**config.mk**
```make
export PLATFORM = sky130hd
export DESIGN_NAME = rn_stall_ctrl
export DESIGN_NICKNAME = d
export VERILOG_FILES = /design/src/rtl/rn_pkg.sv /design/src/rtl/rn_free_ctr.sv /design/src/rtl/rn_skid_fifo.sv /design/src/rtl/rn_alloc.sv /design/src/rtl/rn_stall_ctrl.sv
export SDC_FILE = /design/constraint.sdc
export NUM_CORES = 1
export LEC_CHECK = 0
export CORE_MARGIN = 2
export CORE_UTILIZATION = 35
export DETAILED_ROUTE_END_ITERATION = 10
export DONT_BUFFER_PORTS = 1
export GPL_ROUTABILITY_DRIVEN = 0
export PLACE_DENSITY_LB_ADDON = 0.12
export SYNTH_ARGS = -nofsm -noshare
export SYNTH_HDL_FRONTEND = slang
export SYNTH_HIERARCHICAL = 1
export SYNTH_SLANG_ARGS = --single-unit
```
**constraint.sdc**
```tcl
create_clock -name clk_i -period 36.6 [get_ports clk_i]
set_clock_uncertainty 0.1 [all_clocks]
set_input_delay 5.49 -clock clk_i [delete_from_list [all_inputs] [get_ports clk_i]]
set_output_delay 5.49 -clock clk_i [all_outputs]
set_load 0.005 [all_outputs]
```
**src/rtl/rn_pkg.sv**
```systemverilog
package rn_pkg;
  typedef enum logic [2:0] {
    ST_RUN    = 3'd0,
    ST_IDLE   = 3'd1,
    ST_SQUASH = 3'd2,
    ST_BLOCK  = 3'd3,
    ST_UNBLK  = 3'd4,
    ST_BARR   = 3'd5
  } rn_state_e;
endpackage

```
**src/rtl/rn_free_ctr.sv**
```systemverilog
module rn_free_ctr #(
  parameter int unsigned CAP   = 16,
  parameter int unsigned INIT  = 16,
  parameter int unsigned AW    = 5,
  parameter int unsigned REL_W = 3,
  parameter int unsigned USE_W = 3
) (
  input  logic             clk_i,
  input  logic             rst_ni,
  input  logic [REL_W-1:0] rel_i,
  input  logic [USE_W-1:0] use_i,
  output logic [AW-1:0]    avail_o
);
  logic [AW-1:0] free_q;

  // releases from last commit count toward this cycle's budget
  assign avail_o = free_q + AW'(rel_i);

  always_ff @(posedge clk_i or negedge rst_ni) begin
    if (!rst_ni) free_q <= AW'(INIT);
    else         free_q <= avail_o - AW'(use_i);
  end

  a_r3_within_cap: assert property (@(posedge clk_i) disable iff (!rst_ni)
    free_q <= AW'(CAP));
  a_r3_no_overdraw: assert property (@(posedge clk_i) disable iff (!rst_ni)
    AW'(use_i) <= avail_o);
endmodule

```
**src/rtl/rn_skid_fifo.sv**
```systemverilog
module rn_skid_fifo #(
  parameter int unsigned DW    = 8,
  parameter int unsigned DEPTH = 4,
  parameter int unsigned CW    = $clog2(DEPTH+1)
) (
  input  logic          clk_i,
  input  logic          rst_ni,
  input  logic          flush_i,
  input  logic          push_i,
  input  logic          pop_i,
  input  logic [DW-1:0] din_i,
  output logic [DW-1:0] dout_o,
  output logic          empty_o,
  output logic          full_o,
  output logic [CW-1:0] cnt_o
);
  localparam int unsigned PW = (DEPTH > 1) ? $clog2(DEPTH) : 1;

  logic [DW-1:0] mem_q [DEPTH];
  logic [PW-1:0] rd_q, wr_q;
  logic [CW-1:0] cnt_q;

  function automatic logic [PW-1:0] nxt_ptr(input logic [PW-1:0] p);
    return (p == PW'(DEPTH-1)) ? '0 : p + PW'(1);
  endfunction

  always_ff @(posedge clk_i) begin
    if (push_i && !flush_i) mem_q[wr_q] <= din_i;
  end

  always_ff @(posedge clk_i or negedge rst_ni) begin
    if (!rst_ni) begin
      rd_q  <= '0;
      wr_q  <= '0;
      cnt_q <= '0;
    end else if (flush_i) begin
      rd_q  <= '0;
      wr_q  <= '0;
      cnt_q <= '0;
    end else begin
      if (push_i) wr_q <= nxt_ptr(wr_q);
      if (pop_i)  rd_q <= nxt_ptr(rd_q);
      case ({push_i, pop_i})
        2'b10:   cnt_q <= cnt_q + CW'(1);
        2'b01:   cnt_q <= cnt_q - CW'(1);
        default: cnt_q <= cnt_q;
      endcase
    end
  end

  assign dout_o  = mem_q[rd_q];
  assign empty_o = (cnt_q == '0);
  assign full_o  = (cnt_q == CW'(DEPTH));
  assign cnt_o   = cnt_q;

  a_r6_no_overflow: assert property (@(posedge clk_i) disable iff (!rst_ni)
    (push_i && !pop_i && !flush_i) |-> !full_o);
  a_r6_no_underflow: assert property (@(posedge clk_i) disable iff (!rst_ni)
    pop_i |-> !empty_o);
endmodule

```
**src/rtl/rn_alloc.sv**
```systemverilog
module rn_alloc #(
  parameter int unsigned WIDTH = 4,
  parameter int unsigned POS_W = 3,
  parameter int unsigned AW    = 5
) (
  input  logic [POS_W-1:0] pos_i,
  input  logic [POS_W-1:0] cnt_i,
  input  logic [WIDTH-1:0] dst_i,
  input  logic [WIDTH-1:0] bar_i,
  input  logic [AW-1:0]    rob_av_i,
  input  logic [AW-1:0]    iq_av_i,
  input  logic [AW-1:0]    preg_av_i,
  output logic [POS_W-1:0] num_o,
  output logic [POS_W-1:0] dnum_o,
  output logic             bar_hit_o,
  output logic             done_o
);
  int   n_v, d_v;
  logic stop_v, bh_v;

  // in-order prefix: stop at first misfit or right after a barrier
  always_comb begin
    n_v    = 0;
    d_v    = 0;
    stop_v = 1'b0;
    bh_v   = 1'b0;
    for (int j = 0; j < int'(WIDTH); j++) begin
      if (!stop_v && j >= int'(pos_i) && j < int'(cnt_i)) begin
        if ((n_v + 1 <= int'(rob_av_i)) && (n_v + 1 <= int'(iq_av_i)) &&
            (d_v + int'(dst_i[j]) <= int'(preg_av_i))) begin
          n_v = n_v + 1;
          d_v = d_v + int'(dst_i[j]);
          if (bar_i[j]) begin
            bh_v   = 1'b1;
            stop_v = 1'b1;
          end
        end else begin
          stop_v = 1'b1;
        end
      end
    end
  end

  assign num_o     = POS_W'(n_v);
  assign dnum_o    = POS_W'(d_v);
  assign bar_hit_o = bh_v;
  assign done_o    = (int'(pos_i) + n_v == int'(cnt_i));
endmodule

```
**src/rtl/rn_stall_ctrl.sv**
```systemverilog
module rn_stall_ctrl
  import rn_pkg::*;
#(
  parameter int unsigned WIDTH      = 4,
  parameter int unsigned SKID_DEPTH = 4,
  parameter int unsigned ROB_SIZE   = 16,
  parameter int unsigned IQ_SIZE    = 8,
  parameter int unsigned PREG_FREE  = 12,
  parameter int unsigned COMMIT_W   = 4,
  parameter int unsigned TAG_W      = 4
) (
  input  logic                          clk_i,
  input  logic                          rst_ni,
  input  logic                          in_valid_i,
  input  logic [$clog2(WIDTH+1)-1:0]    in_cnt_i,
  input  logic [WIDTH-1:0]              in_dst_i,
  input  logic [WIDTH-1:0]              in_bar_i,
  input  logic [TAG_W-1:0]              in_tag_i,
  output logic                          stall_o,
  input  logic                          squash_i,
  input  logic                          barrier_done_i,
  input  logic [$clog2(COMMIT_W+1)-1:0] rob_rel_i,
  input  logic [$clog2(COMMIT_W+1)-1:0] iq_rel_i,
  input  logic [$clog2(COMMIT_W+1)-1:0] preg_rel_i,
  output logic                          out_valid_o,
  output logic [$clog2(WIDTH+1)-1:0]    out_first_o,
  output logic [$clog2(WIDTH+1)-1:0]    out_num_o,
  output logic [$clog2(WIDTH+1)-1:0]    out_dst_num_o,
  output logic [TAG_W-1:0]              out_tag_o,
  output logic [2:0]                    state_o
);
  localparam int unsigned POS_W   = $clog2(WIDTH+1);
  localparam int unsigned REL_W   = $clog2(COMMIT_W+1);
  localparam int unsigned CAP_A   = (ROB_SIZE > IQ_SIZE) ? ROB_SIZE : IQ_SIZE;
  localparam int unsigned MAX_CAP = (CAP_A > PREG_FREE) ? CAP_A : PREG_FREE;
  localparam int unsigned AW      = $clog2(MAX_CAP + COMMIT_W + 1);
  localparam int unsigned GW      = POS_W + 2*WIDTH + TAG_W;
  localparam int unsigned SC_W    = $clog2(SKID_DEPTH+1);
  localparam int unsigned NRES    = 3;

  rn_state_e st_q, st_d;

  logic             cur_vld_q, cur_vld_d;
  logic [POS_W-1:0] cur_pos_q;
  logic [GW-1:0]    cur_grp_q;

  logic             skid_empty, skid_full;
  logic [SC_W-1:0]  skid_cnt, skid_cnt_nx;
  logic [GW-1:0]    skid_dout, in_grp, head_grp;
  logic             push, pop;

  logic             ren_en, sel_cur, sel_skid, sel_in, have_head, fire, work_after;
  logic [POS_W-1:0] head_pos, h_cnt;
  logic [WIDTH-1:0] h_dst, h_bar;
  logic [TAG_W-1:0] h_tag;
  logic [POS_W-1:0] a_num, a_dnum;
  logic             a_bar, a_done;

  logic [AW-1:0]    av    [NRES];
  logic [REL_W-1:0] rel   [NRES];
  logic [POS_W-1:0] use_v [NRES];

  assign in_grp = {in_cnt_i, in_dst_i, in_bar_i, in_tag_i};

  assign ren_en = !squash_i && (st_q == ST_RUN || st_q == ST_IDLE || st_q == ST_UNBLK);

  // head priority: partial group, then oldest skid entry, then decode
  assign sel_cur   = cur_vld_q;
  assign sel_skid  = !cur_vld_q && !skid_empty;
  assign sel_in    = !cur_vld_q && skid_empty && in_valid_i && ren_en;
  assign have_head = sel_cur || sel_skid || sel_in;

  always_comb begin
    head_grp = '0;
    head_pos = '0;
    if (sel_cur) begin
      head_grp = cur_grp_q;
      head_pos = cur_pos_q;
    end else if (sel_skid) begin
      head_grp = skid_dout;
    end else if (sel_in) begin
      head_grp = in_grp;
    end
  end

  assign h_cnt = head_grp[GW-1 -: POS_W];
  assign h_dst = head_grp[2*WIDTH+TAG_W-1 -: WIDTH];
  assign h_bar = head_grp[WIDTH+TAG_W-1 -: WIDTH];
  assign h_tag = head_grp[TAG_W-1:0];

  rn_alloc #(.WIDTH(WIDTH), .POS_W(POS_W), .AW(AW)) u_alloc (
    .pos_i     (head_pos),
    .cnt_i     (h_cnt),
    .dst_i     (h_dst),
    .bar_i     (h_bar),
    .rob_av_i  (av[0]),
    .iq_av_i   (av[1]),
    .preg_av_i (av[2]),
    .num_o     (a_num),
    .dnum_o    (a_dnum),
    .bar_hit_o (a_bar),
    .done_o    (a_done)
  );

  assign fire = ren_en && have_head && (a_num != '0);

  assign rel[0]   = rob_rel_i;
  assign rel[1]   = iq_rel_i;
  assign rel[2]   = preg_rel_i;
  assign use_v[0] = fire ? a_num  : '0;
  assign use_v[1] = fire ? a_num  : '0;
  assign use_v[2] = fire ? a_dnum : '0;

  for (genvar g = 0; g < NRES; g++) begin : g_res
    localparam int unsigned CAP = (g == 0) ? ROB_SIZE : (g == 1) ? IQ_SIZE : PREG_FREE;
    rn_free_ctr #(
      .CAP(CAP), .INIT(CAP), .AW(AW), .REL_W(REL_W), .USE_W(POS_W)
    ) u_ctr (
      .clk_i   (clk_i),
      .rst_ni  (rst_ni),
      .rel_i   (rel[g]),
      .use_i   (use_v[g]),
      .avail_o (av[g])
    );
  end

  assign push = in_valid_i && !sel_in && !squash_i && (st_q != ST_SQUASH);
  assign pop  = ren_en && sel_skid;

  rn_skid_fifo #(.DW(GW), .DEPTH(SKID_DEPTH), .CW(SC_W)) u_skid (
    .clk_i   (clk_i),
    .rst_ni  (rst_ni),
    .flush_i (squash_i),
    .push_i  (push),
    .pop_i   (pop),
    .din_i   (in_grp),
    .dout_o  (skid_dout),
    .empty_o (skid_empty),
    .full_o  (skid_full),
    .cnt_o   (skid_cnt)
  );

  always_comb begin
    cur_vld_d = cur_vld_q;
    if (squash_i)                 cur_vld_d = 1'b0;
    else if (ren_en && have_head) cur_vld_d = !a_done;
  end

  always_ff @(posedge clk_i or negedge rst_ni) begin
    if (!rst_ni) begin
      cur_vld_q <= 1'b0;
      cur_pos_q <= '0;
      cur_grp_q <= '0;
    end else begin
      cur_vld_q <= cur_vld_d;
      if (!squash_i && ren_en && have_head && !a_done) begin
        cur_grp_q <= head_grp;
        cur_pos_q <= head_pos + a_num;
      end
    end
  end

  assign skid_cnt_nx = squash_i ? '0 : skid_cnt + SC_W'(push) - SC_W'(pop);
  assign work_after  = cur_vld_d || (skid_cnt_nx != '0);

  always_comb begin
    st_d = st_q;
    if (squash_i) begin
      st_d = ST_SQUASH;
    end else begin
      unique case (st_q)
        ST_SQUASH: st_d = ST_IDLE;
        ST_BLOCK:  st_d = (!have_head || a_num != '0) ? ST_UNBLK : ST_BLOCK;
        ST_BARR:   st_d = barrier_done_i ? (work_after ? ST_UNBLK : ST_IDLE) : ST_BARR;
        default: begin
          if (fire && a_bar)              st_d = ST_BARR;
          else if (have_head && !a_done)  st_d = ST_BLOCK;
          else if (work_after)            st_d = ST_UNBLK;
          else if (fire)                  st_d = ST_RUN;
          else                            st_d = ST_IDLE;
        end
      endcase
    end
  end

  always_ff @(posedge clk_i or negedge rst_ni) begin
    if (!rst_ni) st_q <= ST_IDLE;
    else         st_q <= st_d;
  end

  assign stall_o = (st_q == ST_BLOCK) || (st_q == ST_SQUASH) || (st_q == ST_BARR) ||
                   ((st_q == ST_UNBLK) && !skid_empty);

  assign out_valid_o   = fire;
  assign out_first_o   = head_pos;
  assign out_num_o     = a_num;
  assign out_dst_num_o = a_dnum;
  assign out_tag_o     = h_tag;
  assign state_o       = st_q;

  a_r8_squash_enter: assert property (@(posedge clk_i) disable iff (!rst_ni)
    squash_i |=> (st_q == ST_SQUASH));
  a_r8_squash_exit: assert property (@(posedge clk_i) disable iff (!rst_ni)
    (st_q == ST_SQUASH && !squash_i) |=> (st_q == ST_IDLE));
  a_r8_no_out_on_squash: assert property (@(posedge clk_i) disable iff (!rst_ni)
    squash_i |-> !out_valid_o);
  a_r4_no_rename_blocked: assert property (@(posedge clk_i) disable iff (!rst_ni)
    (st_q == ST_BLOCK) |-> !out_valid_o);
  a_r9_barrier_hold: assert property (@(posedge clk_i) disable iff (!rst_ni)
    (st_q == ST_BARR && !barrier_done_i && !squash_i) |=> (st_q == ST_BARR));
  a_r2_out_range: assert property (@(posedge clk_i) disable iff (!rst_ni)
    out_valid_o |-> (int'(out_first_o) + int'(out_num_o) <= int'(WIDTH)));
  a_r2_cnt_legal: assert property (@(posedge clk_i) disable iff (!rst_ni)
    in_valid_i |-> (in_cnt_i != '0 && int'(in_cnt_i) <= int'(WIDTH)));
  a_r6_skid_ordered: assert property (@(posedge clk_i) disable iff (!rst_ni)
    (skid_full && !pop && !squash_i) |-> !push);
endmodule

```
==> Flow_metrics.wiki <==
{| class="wikitable"
! Metric !! Value
|-
| Footprint of the multi-input gates || 3850 µm²
|-
| Routed wirelength normalized by instance count || 18.14 µm
|-
| Cell family with most CP delay || simple AND/OR/NAND/NOR gates
|-
| TritonCTS clock tree || built
|-
| Clock latency of the later-clocked register in the worst-skew pair || 0.35 ns
|-
| Number of DRC markers after the initial detailed-route iteration || 230
|-
| Number of hold violations in the final report || 0
|-
| Proportion of layout cells with a drive suffix above 1 || 0.1528
|-
| Combined flip-flop and latch cell area || 2909 µm²
|-
| Maximum Capacitance Violations || 0
|-
| Count of buffers from port buffering || 0
|-
| Final worst path period need || 21.27 ns
|-
| Number of rows in the core area || 52
|-
| Post-cts resize count || 0
|-
| Max FO, Critical Path || 16
|-
| Number of buffers inserted by post-CTS setup repair || 0
|-
| Maximum count of clock buffers along a single path || 2
|-
| Pin count of the biggest net entering global routing || 45
|-
| Horizontal die dimension || 146.6 µm
|-
| Number of nets produced by synthesis || 714
|-
| Number of vias after detailed routing || 4514
|-
| Post-detailed-route count of antenna-violating nets || 0
|-
| Arrival time reported for the critical path endpoint || 15.68 ns
|-
| Setup_tns || 0 ns
|-
| Filler cells || 1924
|-
| Post-route cell area || 7616 µm²
|-
| Number of CTS-inserted buffers || 9
|-
| Number of global-route vias before repair || 4610
|-
| Layout net count || 704
|-
| Critical setup path kind || in -> out
|-
| Aggregate global routing overflow || 0
|-
| Type of origin of the critical path || input port
|-
| Number of buffers inserted by hold repair at cts || 0
|-
| Global-route wire length before repair || 25620 µm
|-
| Die boundary height || 146.6 µm
|-
| Avg Vias per Cell || 5.177
|-
| Number of antenna cells inserted || 0
|-
| Critical-path top delay cell || sky130_fd_sc_hd__nor4b_2
|-
| Initial Utilization || 0.3539
|-
| Average cell area after synthesis || 11.72 µm²
|-
| Final setup violating endpoints || 0
|-
| Core region area || 20100 µm²
|-
| Total wire length || 15820 µm
|-
| Max Clk Rate || 47.02 MHz
|-
| Cell with the most instances on the worst path || sky130_fd_sc_hd__ha_1
|-
| Die footprint || 21490 µm²
|-
| Setup repair after global routing missed its margin || false
|-
| Status || finished clean
|-
| Area of the mapped netlist || 7116 µm²
|-
| Clock transition at the registers of the reported paths || 0.07 ns
|-
| Final period utilization || 0.5811
|-
| Synthesized instance count || 607
|-
| Overall Global Routing Usage || 0.1540
|-
| Placed wire-length estimate after detailed placement || 11560 µm
|-
| Buf/Inv on CP || 1
|-
| Critical Path RT || 31.01 ns
|-
| First-pass DRT Iterations || 4
|-
| Warnings from Yosys || 6
|-
| Number of sinks handled by clock tree synthesis || 104
|-
| Sort of element at the end of the critical path || output port
|-
| Longest individual stage delay on the worst path || 0.76 ns
|-
| Post-placement setup slack || 15.36 ns
|-
| Smallest hold slack || 0.3800 ns
|-
| Least setup slack across all paths after layout || 15.33 ns
|-
| Area added between synthesis and finish || 7.034%
|-
| Class of the worst hold path || reg -> reg
|-
| Number of top-level design ports || 47
|-
| Number of levels the H-tree was split into || 3
|-
| Clock root cell || sky130_fd_sc_hd__clkbuf_16
|-
| Post-DP Area || 7315 µm²
|-
| Relative max-transition margin || 0.2990
|-
| Transition time at the pin with the least slew margin || 1.050 ns
|-
| DRC violation count after routing || 0
|-
| Max-slew violation count || 0
|-
| Initial antenna violation count || 0
|}
==> flip-flops by register name, summed over array words and instances (netlist names) <==
signal and flops:
g_res.u_ctr/free_q 15, u_skid/wr_q 2, state_o 3, u_skid/rd_q 2
cur_vld_q 1, cur_grp_q 15, cur_pos_q 3, u_skid/mem_q 60
u_skid/cnt_o 3
==> worst paths after layout <==
kind,from,to,slack [ns],depth (start not counted)
hold / removal,cur_grp_q[4],cur_grp_q[4],0.38,2
setup / recovery,in_valid_i,out_valid_o,15.33,35
setup reg to reg,state_o[1],cur_pos_q[2],23.56,45
max in group asynchronous,rst_ni,g_res[2].u_ctr/free_q[2],31.46,0
hold reg to reg,cur_grp_q[4],cur_grp_q[4],0.38,2
min in group asynchronous,rst_ni,g_res[0].u_ctr/free_q[2],4.73,0
==> metrics by stage <==
step / std cells / utilization
final: 872 / 0.3788
after global routing: 872 / 0.3788
after floorplan: 607 / -
after global placement: 856 / 0.3638
after CTS: 872 / 0.3788
after detailed placement: 856 / 0.3638
==> worst register-to-register path, delay by kind of cell (launching register included) <==
| kind | cells | cell delay, ns |
|---|---|---|
| simple gates | 17 | 4.78 |
| compound gates | 13 | 3.17 |
| fa+ha+maj | 9 | 2.73 |
| xor+xnor | 3 | 1.22 |
| flops | 1 | 0.50 |
| mux | 1 | 0.32 |
| buf+inv | 2 | 0.12 |
==> layer usage <==
metal / track usage / wire length [µm] / share of wire
met5: 0 / 0 / 0
met4: 0.06893 / 544 / 0.034
met3: 0.03313 / 777 / 0.049
met2: 0.2411 / 7124 / 0.45
met1: 0.2056 / 7372 / 0.47
==> final cells by class <==
type	count	share of cell area
Multi-Input combinational cell	427	0.5055
Timing Repair Buffer	3	0.002957
Tap cell	270	0.04436
Inverter	52	0.02563
Clock inverter	6	0.008214
Sequential cell	104	0.3820
Clock buffer	10	0.03138
==> layout by cell type (no fill, tap or decap), types with 4 or more instances in the layout <==
master	n
sky130_fd_sc_hd__ha_1	68
sky130_fd_sc_hd__edfxtp_1	60
sky130_fd_sc_hd__inv_1	52
sky130_fd_sc_hd__dfrtp_1	39
sky130_fd_sc_hd__nor2b_1	32
sky130_fd_sc_hd__a21oi_1	32
sky130_fd_sc_hd__nor2_1	32
sky130_fd_sc_hd__nand2_1	25
sky130_fd_sc_hd__and2_1	17
sky130_fd_sc_hd__o21ai_2	16
sky130_fd_sc_hd__xnor2_1	16
sky130_fd_sc_hd__a31oi_1	15
sky130_fd_sc_hd__nor3_1	11
sky130_fd_sc_hd__a21o_1	11
sky130_fd_sc_hd__fa_1	10
sky130_fd_sc_hd__mux2i_1	9
sky130_fd_sc_hd__clkbuf_16	9
sky130_fd_sc_hd__nor3b_1	8
sky130_fd_sc_hd__xor2_1	8
sky130_fd_sc_hd__mux4_2	8
sky130_fd_sc_hd__o21ai_0	7
sky130_fd_sc_hd__mux4_1	7
sky130_fd_sc_hd__o21ai_1	6
sky130_fd_sc_hd__xnor2_2	6
sky130_fd_sc_hd__nand2b_1	5
sky130_fd_sc_hd__nand2_2	5
sky130_fd_sc_hd__dfstp_2	5
sky130_fd_sc_hd__nand3_1	4
sky130_fd_sc_hd__o211ai_1	4
sky130_fd_sc_hd__mux2_2	4
sky130_fd_sc_hd__a21oi_4	4
sky130_fd_sc_hd__mux2_4	4
Power is left out: the tool's default activity adds up to more than one toggle a clock period on the data nets, which glitch-free logic cannot reach.
